### src/rtl/panel_cmd_bus.sv
module panel_cmd_bus #(
  parameter int SETUP_CYC = 2,
  parameter int PULSE_CYC = 3,
  parameter int HOLD_CYC  = 1,
  parameter int CNT_W     = 8,
  parameter int DW        = 16
) (
  input  logic          clk,
  input  logic          rst_n,
  input  logic          cpu_wr,
  input  logic [2:0]    cpu_addr,
  input  logic [31:0]   cpu_wdata,
  output logic [31:0]   cpu_rdata,
  output logic [1:0]    pnl_cs_n,
  output logic          pnl_rs,
  output logic          pnl_wr_n,
  output logic          pnl_rd_n,
  output logic [DW-1:0] pnl_dout,
  output logic          pnl_doe,
  input  logic [DW-1:0] pnl_din
);

  localparam logic [2:0] A_WDAT  = 3'd0;
  localparam logic [2:0] A_RDAT  = 3'd1;
  localparam logic [2:0] A_STAT  = 3'd2;
  localparam logic [2:0] A_WTRIG = 3'd3;
  localparam logic [2:0] A_RTRIG = 3'd4;
  localparam logic [CNT_W-1:0] L_SETUP = CNT_W'(SETUP_CYC - 1);
  localparam logic [CNT_W-1:0] L_PULSE = CNT_W'(PULSE_CYC - 1);
  localparam logic [CNT_W-1:0] L_HOLD  = CNT_W'(HOLD_CYC - 1);

  typedef enum logic [1:0] {PH_IDLE, PH_SETUP, PH_STRB, PH_HOLD} ph_t;

  ph_t              ph;
  logic [CNT_W-1:0] cnt;
  logic [31:0]      wstage;
  logic             rd_rs;
  logic [DW-1:0]    rd_q;
  logic [DW-1:0]    op_data;
  logic             op_wr, op_rs, op_tgt;
  logic             busy, go_w, go_r, last;

  assign busy = (ph != PH_IDLE);
  assign last = (cnt == '0);
  assign go_w = cpu_wr && cpu_addr == A_WTRIG && cpu_wdata[0] && wstage[28] && !busy;
  assign go_r = cpu_wr && cpu_addr == A_RTRIG && cpu_wdata[0] && !busy;

  always_ff @(posedge clk) begin
    if (!rst_n) begin
      ph      <= PH_IDLE;
      cnt     <= '0;
      wstage  <= '0;
      rd_rs   <= 1'b0;
      rd_q    <= '0;
      op_data <= '0;
      op_wr   <= 1'b0;
      op_rs   <= 1'b0;
      op_tgt  <= 1'b0;
    end else begin
      if (cpu_wr && cpu_addr == A_WDAT) wstage <= cpu_wdata;
      if (cpu_wr && cpu_addr == A_RDAT) rd_rs  <= cpu_wdata[24];
      case (ph)
        PH_IDLE:
          if (go_w || go_r) begin
            ph      <= PH_SETUP;
            cnt     <= L_SETUP;
            op_wr   <= go_w;
            op_rs   <= go_w ? wstage[24] : rd_rs;
            op_data <= wstage[DW-1:0];
            op_tgt  <= cpu_wdata[1];
          end
        PH_SETUP:
          if (last) begin
            ph  <= PH_STRB;
            cnt <= L_PULSE;
          end else cnt <= cnt - 1'b1;
        PH_STRB:
          if (last) begin
            ph  <= PH_HOLD;
            cnt <= L_HOLD;
            if (!op_wr) rd_q <= pnl_din;
          end else cnt <= cnt - 1'b1;
        default:
          if (last) ph <= PH_IDLE;
          else cnt <= cnt - 1'b1;
      endcase
    end
  end

  always_comb begin
    case (cpu_addr)
      A_WDAT:  cpu_rdata = wstage;
      A_RDAT:  cpu_rdata = {{(32-DW){1'b0}}, rd_q};
      A_STAT:  cpu_rdata = {30'b0, busy, 1'b0};
      default: cpu_rdata = '0;
    endcase
  end

  assign pnl_cs_n = busy ? ~(2'b01 << op_tgt) : 2'b11;
  assign pnl_rs   = busy && op_rs;
  assign pnl_wr_n = !(ph == PH_STRB && op_wr);
  assign pnl_rd_n = !(ph == PH_STRB && !op_wr);
  assign pnl_doe  = busy && op_wr;
  assign pnl_dout = op_data;

endmodule

### config.mk
export PLATFORM = sky130hd
export DESIGN_NAME = panel_cmd_bus
export DESIGN_NICKNAME = d
export VERILOG_FILES = /design/src/rtl/panel_cmd_bus.sv
export SDC_FILE = /design/constraint.sdc
export NUM_CORES = 1
export LEC_CHECK = 0
export CAP_MARGIN = 30
export CORE_ASPECT_RATIO = 1.2
export CORE_UTILIZATION = 42
export DETAILED_ROUTE_END_ITERATION = 6
export GPL_TIMING_DRIVEN = 0
export PLACE_DENSITY = 0.76
export SETUP_SLACK_MARGIN = 0.02
export SLEW_MARGIN = 20
export SYNTH_ARGS = -nofsm -noshare
export SYNTH_HDL_FRONTEND = slang
export SYNTH_SLANG_ARGS = --single-unit
### constraint.sdc
create_clock -name clk -period 3.04 [get_ports clk]
set_input_delay 0.912 -clock clk [delete_from_list [all_inputs] [get_ports clk]]
set_output_delay 0.912 -clock clk [all_outputs]
set_load 0.02 [all_outputs]
-- Word-level counts from Yosys, hierarchy flattened
Index checks and enable logic that the tools add are counted.
- shifts and indexed selects: 1
- add/subtract/negate cells: 1
- bitwise gates (word level): 2
- equal/unequal tests: 10
- mux-type cells: 13
- reduce and logical (&&, ||, !) cells: 27
- operators with widths (cell ; count):
    $pmux 32 s3 ; 1
    $mux 8 ; 4
    $pmux 8 s3 ; 1
    $logic_and 1x1->1 ; 13
    $mux 2 ; 5
    $logic_not 8->1 ; 1
    $sub 8x1->8 const B ; 1
    $eq 3x2->1 const B ; 2
    $ne 2x2->1 const B ; 3
    $pmux 2 s3 ; 1
    $logic_not 1->1 ; 4
    $ne 4x1->1 const B ; 1
    $reduce_and 2->1 ; 2
    $reduce_and 4->1 ; 1
    $reduce_bool 2->1 ; 2
    $eq 3x1->1 const B ; 1
    $eq 3x3->1 const B ; 1
    $logic_not 3->1 ; 1
    $reduce_and 3->1 ; 1
    $eq 2x1->1 const B ; 1
    $eq 2x2->1 const B ; 1
    $logic_not 2->1 ; 1
    $not 2->2 ; 1
    $shl 1x1->2 const A ; 1
    3 further kinds ; 3
- word-level logic and storage cells: 63
- bits of input ports: 54
- flip-flop bits (word level): 78
- output and inout bits: 54

-- Logic depth before layout (Yosys ltp)
- word-level depth: 8
- gate-level depth with buffers: 8

-- Least setup slack after synthesis
No wires, ideal clock.
- kind: in2out
- from: in cpu_addr[0]
- to: out cpu_rdata[0]
- path buffers: 2
- stages: 4
- slack: -0.088 ns
- data required time: 2.128 ns
- arrival: 2.216 ns
- path through: buf_2 -> nor3b_1 -> clkbuf_1 -> a22o_1
- longest elaborated chain between the ends: 2
- RTL lines (element ; RTL line ; text):
    start, declared ; 11 ; input logic [2:0] cpu_addr,
    $eq 3x2->1 (tied with other cells) ; 91 ; case (cpu_addr)
    $pmux 32 s3 (*) ; 91 ;
    end, declared ; 13 ; output logic [31:0] cpu_rdata,
Every way passes the cells marked *; elsewhere a longest branch is shown, timed or not.

-- Worst setup path after layout
- from: in cpu_addr[0]
- to: out cpu_rdata[13]
The elaborated chain is that of the path after synthesis.

==> results.py <==
metrics = {
    "run_status": {
        "status": "complete, no violations",
    },
    "sta": {
        "fin_skew_ps": 13.90,
        "hold_viol": 0,
        "hold_slack_ps": 449.2,
        "finalMaxSlewViolations": 0,
        "rsz0062_at_grt": "false",
        "maxSlewHeadroom_pct": 65.04,
        "layout_min_cycle_time_ps": 2958,
        "period_share_pct": 97.29,
        "worst_pin_slew_ps": 524.4,
        "setup_viol": 0,
        "fmax_mhz": 338.1,
    },
    "logic_synthesis": {
        "netlist_area_mm2": 0.003441,
        "synth_top_family_by_area": "simple AND/OR/NAND/NOR gates",
        "syn_nets": 494,
        "yosysUniqueCellTypes": 44,
        "yosysTopAreaCell": "dfxtp_1",
        "postSynthAreaPerCell_um2": 7.928,
        "synth_ff_type": "dfxtp_1",
        "synthMuxAreaShare_pct": 0.5818,
        "ys_ff_latch": 78,
        "async_flop_share_pct": 0,
        "postSynthCellCount": 434,
        "synth_top_area_share_pct": 45.38,
        "synthXorXnorAreaFrac_pct": 0,
        "synth_edf_count": 0,
        "synth.area.top_cells": "dfxtp_1 45%, nand2_1 15%, a21oi_1 10%, a22o_1 3.8%, and2_1 3.1%",
        "yosys.area_share.simple_pct": 25.93,
        "ys_seq_area_share_pct": 45.38,
        "synth_fa_ha_area_share_pct": 2.182,
        "yosys_warnings": 0,
        "synth_compound_area_share_pct": 21.16,
    },
    "global_routing": {
        "gr-total-overflow": 0,
        "grt_usage_pct": 23.29,
        "first_global_vias": 3272,
        "grt_pass1_wl_mm": 15.47,
        "antenna_found_initial": 0,
        "grt_max_degree": 13,
    },
    "cts": {
        "cts_buffer_depth": 2,
        "cts_tree": "done",
        "clk_pin_slew_ps": 70,
        "clkLatencyLatePin_ps": 370,
        "clock-sinks": 78,
        "htreeDepth": 3,
        "root_buffer": "clkbuf_8",
        "cts_buffers": 9,
    },
    "die": {
        "die_h_um": 101.2,
        "die_area_mm2": 0.008560,
        "core_mm2": 0.007795,
        "pin_count": 108,
        "die-width_um": 84.63,
        "initial_core_util_pct": 44.14,
        "std_cell_rows": 35,
    },
    "setup_path": {
        "crit_path_start_kind": "input port",
        "cpLargestDelayFamily": "buffers and inverters",
        "path_max_fanout": 10,
        "crit_chain": "buf_2 > nor3b_4 > clkbuf_4 > a22o_1 > clkdlybuf4s15_2",
        "cp_slowest_cell": "nor3b_4",
        "critPathBufInv": 3,
        "cp.arrival_ps": 2050,
        "required_ps": 2130,
        "worst_setup_path_end_kind": "output port",
        "critPathKind": "in -> out",
        "cp_slowest_stage_delay_ps": 270,
    },
    "power_and_ir_drop": {
        "peakVddDrop_uv": 267.6,
        "p_total_mw": 2.455,
        "power.density_mw_per_mm2": 500.7,
        "leakage_nw": 1.785,
    },
    "job": {
        "cap_violations": 0,
    },
    "place": {
        "io_buffers": 104,
        "hpwlAfterDp_mm": 7.188,
        "routabilityCongestion": 0.8600,
    },
    "detailed_routing": {
        "drc_errors": 0,
        "drt-total-wl_mm": 9.600,
        "drtPass1Iterations": 6,
        "ant_nets": 0,
        "drtIter0Drc": 199,
        "wire_per_inst_um": 14.72,
        "viasPerCell": 5.153,
        "vias": 3360,
    },
    "final_layout": {
        "syn_to_final_growth_pct": 42.51,
        "final_cell_mix": "137 x nand2_1, 78 x dfxtp_1, 72 x a21oi_1, 70 x clkdlybuf4s50_1, 20 x buf_2",
        "fill_cells": 709,
        "mostFrequentLayoutCell": "nand2_1",
        "diodes": 0,
        "drive_gt1_share_pct": 14.64,
        "nets": 615,
    },
    "worst_hold_path": {
        "worstHoldPathType": "reg -> reg",
    },
}
flip-flops by register name, indices dropped and copies added, names as in the netlist:
| signal | count |
|---|---|
| cnt | 8 |
| op_rs | 1 |
| op_tgt | 1 |
| op_wr | 1 |
| ph | 2 |
| pnl_dout | 16 |
| rd_q | 16 |
| rd_rs | 1 |
| wstage | 32 |
cell type report:
| cell class | count | area, um2 | share of cell area [%] |
|---|---|---|---|
| flip-flops and latches | 78 | 1562 | 31.84 |
| clock inverters | 3 | 65.06 | 1.327 |
| multi-input cells | 320 | 1750 | 35.70 |
| clock buffers | 13 | 168.9 | 3.445 |
| repair buffers | 110 | 1041 | 21.23 |
| inverters | 5 | 18.77 | 0.3828 |
| plain buffers | 31 | 182.7 | 3.725 |
| well taps | 92 | 115.1 | 2.348 |
stage by stage:
step	TNS (ps)	std cells	instance area (um2)	utilization [%]	setup slack, ps
2_1_floorplan	0	434	3446	-	123.8
3_3_place_gp	-33370	630	4602	59.04	-1162
3_5_place_dp	-33000	630	4602	59.04	-1148
4_1_cts	0	652	4897	62.82	27.68
5_1_grt	0	652	4903	62.91	32.11
6_report	0	652	4903	62.91	82.35
power by group:
part | internal, mW | total, mW | switching, mW | leakage, nW
clock | 0.529 | 0.898 | 0.370 | 0.120
combinational | 0.228 | 0.483 | 0.254 | 1.04
sequential | 1.05 | 1.07 | 0.0233 | 0.630
cells by family after synthesis:
| kind of cell | after synthesis |
|---|---|
| simple gates | 198 |
| compound gates | 114 |
| flops | 78 |
| buf+inv | 36 |
| fa+ha+maj | 6 |
| mux | 2 |
Yosys cell counts (2+ instances only):
library cell / count
a21oi_1: 72
a22o_1: 15
a311oi_1: 2
a32o_1: 3
and2_1: 17
buf_2: 8
buf_6: 2
clkbuf_1: 20
dfxtp_1: 78
ha_1: 6
inv_1: 5
mux2i_1: 2
nand2_1: 137
nand2b_1: 6
nand3_1: 4
nor2_1: 12
nor2b_1: 2
nor3_1: 5
nor3b_1: 2
o21ai_0: 7
o31ai_1: 2
or2_2: 2
or3_1: 4
timing repair:
item,in CTS,in global routing
setup endpoints to repair,36,21
buffers inserted,6,0
hold buffers,0,0
pin swaps,2,1
gates resized for setup,129,4
worst min-delay path: stages (launching register included):
cell	delay (ps)
dfxtp_1	310
nand2_1	50
a21oi_1	50
layer usage:
layer / part of all wire (%) / track usage [%]
met5: 0 / 0
met2: 49 / 40.46
met3: 5.8 / 6.357
met1: 43 / 27.60
met4: 2.3 / 8.866
path summary, 6_finish.rpt:
kind,depth (start not counted),endpoint,from,slack (ps)
worst min-delay path,2,wstage[23],wstage[23],450
worst min register to register,2,wstage[23],wstage[23],450
worst max register to register,8,rd_q[10],cnt[0],880
worst max-delay path,5,cpu_rdata[13],cpu_addr[0],80
No activity file was read; power rests on OpenSTA's default activity.
